==> src/rtl/xsel_gen.sv <==
module xsel_gen #(
  parameter int AW   = 14,
  parameter int IOW  = 11,
  parameter int WW   = 3,
  parameter int NREG = 4
) (
  input  logic               clk,
  input  logic               rst_n,
  input  logic               req,
  input  logic [1:0]         space,
  input  logic [AW-1:0]      addr,
  input  logic [WW*NREG-1:0] io_wait,
  input  logic [3:0]         comp_mask,
  output logic               pm_sel_n,
  output logic               dm_sel_n,
  output logic               bm_sel_n,
  output logic               io_sel_n,
  output logic               comp_sel_n,
  output logic [AW-1:0]      ext_addr,
  output logic               ready
);
  localparam int RB = $clog2(NREG);
  localparam logic [1:0] SP_IO = 2'd3;

  logic          active;
  logic [1:0]    sp_q;
  logic [AW-1:0] addr_q;
  logic [WW-1:0] cnt;
  logic [3:0]    sel_vec;

  wire [RB-1:0] region = addr[IOW-1 -: RB];
  wire [WW-1:0] wsel   = io_wait[region*WW +: WW];

  always_ff @(posedge clk) begin
    if (!rst_n) begin
      active <= 1'b0;
      sp_q   <= '0;
      addr_q <= '0;
      cnt    <= '0;
    end else if (!active) begin
      if (req) begin
        active <= 1'b1;
        sp_q   <= space;
        addr_q <= (space == SP_IO) ? AW'(addr[IOW-1:0]) : addr;
        cnt    <= (space == SP_IO) ? wsel : '0;
      end
    end else if (cnt == '0) begin
      active <= 1'b0;
    end else begin
      cnt <= cnt - 1'b1;
    end
  end

  assign sel_vec    = active ? (4'b0001 << sp_q) : 4'b0000;
  assign {io_sel_n, bm_sel_n, dm_sel_n, pm_sel_n} = ~sel_vec;
  assign comp_sel_n = ~|(sel_vec & comp_mask);
  assign ready      = active && (cnt == '0);
  assign ext_addr   = active ? addr_q : '0;

  wire [3:0] sels_n = {io_sel_n, bm_sel_n, dm_sel_n, pm_sel_n};

  a_r5_one_select: assert property (@(posedge clk) disable iff (!rst_n)
    $onehot0(~sels_n));
  a_r4_ready_in_access: assert property (@(posedge clk) disable iff (!rst_n)
    ready |-> (sels_n != 4'b1111));
  a_r6_release: assert property (@(posedge clk) disable iff (!rst_n)
    ready |=> (sels_n == 4'b1111));
  a_r7_hold: assert property (@(posedge clk) disable iff (!rst_n)
    (!ready && sels_n != 4'b1111) |=> ($stable(sels_n) && $stable(ext_addr)));
  a_r2_single_cycle: assert property (@(posedge clk) disable iff (!rst_n)
    (!pm_sel_n || !dm_sel_n || !bm_sel_n) |-> ready);
  a_r9_mask_zero: assert property (@(posedge clk) disable iff (!rst_n)
    (comp_mask == 4'b0000) |-> comp_sel_n);
  a_r7_io_upper_zero: assert property (@(posedge clk) disable iff (!rst_n)
    !io_sel_n |-> (ext_addr[AW-1:IOW] == '0));
endmodule

==> config.mk <==
export PLATFORM = sky130hd
export DESIGN_NAME = xsel_gen
export DESIGN_NICKNAME = d
export VERILOG_FILES = /design/src/rtl/xsel_gen.sv
export SDC_FILE = /design/constraint.sdc
export NUM_CORES = 1
export LEC_CHECK = 0
export BUFFER_PORTS_ARGS = -buffer_cell sky130_fd_sc_hd__buf_2
export CAP_MARGIN = 15
export CORE_UTILIZATION = 43
export DETAILED_ROUTE_END_ITERATION = 16
export HOLD_SLACK_MARGIN = 0.08
export PLACE_DENSITY_LB_ADDON = 0.12
export SLEW_MARGIN = 20
export SYNTH_ARGS = -nofsm -noshare
export SYNTH_HDL_FRONTEND = slang
export SYNTH_SLANG_ARGS = --single-unit
export TNS_END_PERCENT = 10
==> constraint.sdc <==
create_clock -name clk -period 1.6 [get_ports clk]
set_input_delay 0.16 -clock clk [delete_from_list [all_inputs] [get_ports clk]]
set_output_delay 0.16 -clock clk [all_outputs]
set_load 0.05 [all_outputs]
==> metrics.txt <==
# TYPE chip_impl_metric gauge
chip_impl_info{name="clock-root-buffer",value="sky130_fd_sc_hd__clkbuf_4"} 1
chip_impl_metric{name="timing.hold.ws",unit="ns"} 0.0935
chip_impl_metric{name="ios",unit=""} 55
chip_impl_metric{name="placedCellCount",unit=""} 201
chip_impl_metric{name="yosysTopAreaCellShare",unit=""} 0.376
chip_impl_info{name="yosysMostFrequentCell",value="sky130_fd_sc_hd__nand2_1"} 1
chip_impl_metric{name="num-fill-cells",unit=""} 211
chip_impl_info{name="critPathLaunchType",value="flip-flop"} 1
chip_impl_metric{name="intPower",unit="uW"} 933
chip_impl_metric{name="power.switching",unit="uW"} 369
chip_impl_metric{name="grt_util_all_layers",unit=""} 0.192
chip_impl_metric{name="post_route_cells_drive_above_1_share",unit=""} 0.399
chip_impl_metric{name="clock.fmax",unit="GHz"} 0.640
chip_impl_metric{name="layout.cells.non_filler",unit=""} 211
chip_impl_info{name="netlist_top_cells_count",value="31 x sky130_fd_sc_hd__nand2_1, 20 x sky130_fd_sc_hd__dfxtp_1, 16 x sky130_fd_sc_hd__a21boi_0"} 1
chip_impl_metric{name="maxCapViolations",unit=""} 0
chip_impl_metric{name="drt_drc_violations_left",unit=""} 0
chip_impl_metric{name="layout_worst_path_cycle_share",unit=""} 0.977
chip_impl_metric{name="crit_arrival",unit="ns"} 1.40
chip_impl_metric{name="floorplan.initialDensity",unit=""} 0.467
chip_impl_metric{name="finalNetCount",unit=""} 221
chip_impl_info{name="crit_slowest_cell",value="sky130_fd_sc_hd__mux4_2"} 1
chip_impl_metric{name="dr_vias",unit=""} 1057
chip_impl_info{name="largest_cells_by_area_after_synthesis",value="sky130_fd_sc_hd__dfxtp_1 38%, sky130_fd_sc_hd__a21boi_0 11%, sky130_fd_sc_hd__nand2_1 11%"} 1
chip_impl_info{name="path_cells",value="mux4_2, nand2_2, buf_8"} 1
chip_impl_metric{name="clk_pin_slew",unit="ns"} 0.11
chip_impl_metric{name="gp_weighted_congestion",unit=""} 0.727
chip_impl_info{name="grt_setup_unrepaired",value="true"} 1
chip_impl_metric{name="portion_of_total_power_attributed_to_the_clock_network",unit=""} 0.317
chip_impl_metric{name="critical-path-max-stage-delay",unit="ns"} 0.50
chip_impl_metric{name="power.share.combinational",unit=""} 0.258
chip_impl_metric{name="async_set_or_reset_flop_fraction_in_the_synthesized_netlist",unit=""} 0
chip_impl_metric{name="worst_slew_margin_rel",unit=""} 0.808
chip_impl_metric{name="wl_per_cell",unit="um"} 11.4
chip_impl_metric{name="synth-edff-count",unit=""} 0
chip_impl_metric{name="power_switching_share",unit=""} 0.283
chip_impl_metric{name="synth-seq-cells",unit=""} 20
chip_impl_metric{name="final_util",unit=""} 0.656
chip_impl_info{name="critPathCaptureType",value="primary output"} 1
chip_impl_metric{name="grt_util_met3",unit=""} 0.0380
chip_impl_metric{name="p_seq_frac",unit=""} 0.425
chip_impl_info{name="gr_peak_layer",value="met2"} 1
chip_impl_metric{name="clockBufferDepth",unit=""} 2
chip_impl_metric{name="tritoncts_num_sinks",unit=""} 20
chip_impl_metric{name="antenna_violations_before_repair",unit=""} 0
chip_impl_metric{name="clock_skew",unit="ns"} 0.00125
chip_impl_info{name="run_status",value="finished clean"} 1
chip_impl_metric{name="final_hold_viol_count",unit=""} 0
chip_impl_metric{name="antenna_left",unit=""} 0
chip_impl_metric{name="drt-initial-drc-count",unit=""} 3
chip_impl_info{name="critical_path_class",value="reg -> out"} 1
chip_impl_metric{name="globalRouteOverflowTotal",unit=""} 0
chip_impl_metric{name="synthesis.instances",unit=""} 123
chip_impl_metric{name="via_count_of_the_first_global_routing_pass",unit=""} 958
chip_impl_metric{name="finalSetupViolations",unit=""} 0
chip_impl_metric{name="ff_latch_area",unit="um^2"} 405
chip_impl_metric{name="setup_tns",unit="ns"} 0
chip_impl_metric{name="finalMaxSlewViolations",unit=""} 0
chip_impl_metric{name="drt_pass1_iterations",unit=""} 2
chip_impl_metric{name="power_leakage",unit="uW"} 0.000692
chip_impl_info{name="hold_path.class",value="in -> reg"} 1
chip_impl_info{name="commonest_register_cell_after_synthesis",value="sky130_fd_sc_hd__dfxtp_1"} 1
chip_impl_metric{name="ys.warnings.count",unit=""} 0
chip_impl_metric{name="diodes",unit=""} 0
chip_impl_metric{name="syn_area",unit="mm^2"} 0.00106
chip_impl_metric{name="ys_seq_area_frac",unit=""} 0.376
chip_impl_metric{name="die_area",unit="mm^2"} 0.00268
chip_impl_metric{name="met2_usage",unit=""} 0.364
chip_impl_metric{name="synth_cell_type_count",unit=""} 26
chip_impl_metric{name="floorplan.die.width",unit="um"} 51.7
chip_impl_metric{name="clk-insertion-delay-late",unit="ns"} 0.30
chip_impl_metric{name="period_needed",unit="ns"} 1.56
chip_impl_metric{name="core_area",unit="mm^2"} 0.00228
chip_impl_metric{name="cts_inserted_buffers",unit=""} 3
chip_impl_metric{name="chipHeight",unit="um"} 51.7
chip_impl_metric{name="grt_start_max_net_pins",unit=""} 21
chip_impl_metric{name="syn_area_per_cell",unit="um^2"} 8.65
chip_impl_metric{name="grt.met1_usage",unit=""} 0.193
chip_impl_metric{name="io_buffer_count",unit=""} 54
chip_impl_metric{name="mappedNetlistNets",unit=""} 160
chip_impl_info{name="clock_tree_from_tritoncts",value="built"} 1
chip_impl_info{name="synth_area_leader_cell",value="sky130_fd_sc_hd__dfxtp_1"} 1
chip_impl_metric{name="avgViaCountPerCell",unit=""} 5.01
chip_impl_metric{name="pwr_density_cell",unit="mW/mm^2"} 872
chip_impl_metric{name="global_route_wire_length_before_repair",unit="um"} 3790
chip_impl_metric{name="syn2layout_area_growth",unit="%"} 40.4
chip_impl_metric{name="placement_rows",unit=""} 17
chip_impl_metric{name="worst_pin_slew",unit="ns"} 0.288
chip_impl_metric{name="wl",unit="um"} 2410
chip_impl_metric{name="multi_input_area",unit="um^2"} 617
chip_impl_metric{name="crit_fanout",unit=""} 4
chip_impl_metric{name="vdd_ir_drop_max",unit="uV"} 554
chip_impl_metric{name="h_tree_lvls",unit=""} 1
chip_impl_metric{name="place_hpwl",unit="um"} 1800
chip_impl_metric{name="critical_path_required",unit="ns"} 1.44
power groups by stage:
stage	clock [uW]	sequential, uW	combinational (uW)
CTS	426	553	332
global route	443	559	364
finish	413	553	336
floorplan	0	560	220
detailed placement	0	565	317
global placement	0	564	310
cells in the final DEF, fill, tap and decap left out, drive strengths merged:
cell	n
buf	60
nand2	31
dfxtp	20
a21boi	17
and2	15
nand3	4
clkbuf	4
dlygate4sd3	4
mux4	4
nor2	3
inv	2
nand3b	2
nor3b	2
nand2b	2
a31oi	2
ha	2
o221a	2
or3b	1
and3b	1
nor2b	1
mux2i	1
a32oi	1
nand4	1
bufinv	1
kinds of logic (layout without fill, tap and decap cells):
kind of cell,count (synthesis),count (layout),synth area share
simple gates,63,63,0.295
compound gates,22,22,0.161
flops,20,20,0.376
buf+inv,11,71,0.0459
mux,5,5,0.0976
fa+ha+maj,2,2,0.0235
stage by stage:
step                cell area (um^2)  setup slack, ns  power [uW]
floorplan                       1060           0.0553         780
global placement                1370            0.230         874
detailed placement              1370            0.197         883
CTS                             1470          0.00890        1310
global route                    1490          -0.0241        1370
finish                          1490           0.0372        1300
worst max-delay path, delay by kind of cell, from the launching register on:
family | cells | cell delay, ns
flops | 1 | 0.38
simple gates | 1 | 0.08
buf+inv | 1 | 0.14
mux | 1 | 0.50
repair_timing:
item,in CTS,in global routing
hold buffers,3,1
gates resized for setup,4,4
endpoints found under the setup margin,1,2
pin swaps,0,1
setup buffers,2,0
hold endpoints to repair,3,1
cell type report:
type	instances	share of cell area
Clock buffer	3	0.0151
Clock inverter	1	0.0201
Inverter	2	0.00503
Tap cell	28	0.0235
Timing Repair Buffer	65	0.251
Sequential cell	20	0.272
Multi-Input combinational cell	92	0.413
routing by layer:
metal / vias up / share of wire
li1: 539 / -
met1: 483 / 0.40
met2: 29 / 0.52
met3: 6 / 0.061
met4: 0 / 0.017
met5: - / 0
sequential cells by signal, indices dropped and copies added, names as in the netlist:
| signal | count |
|---|---|
| sp_q | 2 |
| active | 1 |
| cnt | 3 |
| addr_q | 14 |
worst paths after layout:
kind              slack, ns                       to  cells after the start                    start
setup reg to reg       0.36      cnt[0]$_SDFFE_PN0P_                      5      cnt[0]$_SDFFE_PN0P_
hold reg to reg        0.45  addr_q[13]$_SDFFE_PN0P_                      2  addr_q[13]$_SDFFE_PN0P_
hold / removal         0.09   addr_q[3]$_SDFFE_PN0P_                      3                  addr[3]
setup / recovery       0.04               comp_sel_n                      3     sp_q[0]$_SDFFE_PN0P_
No activity file was read; power rests on OpenSTA's default activity.
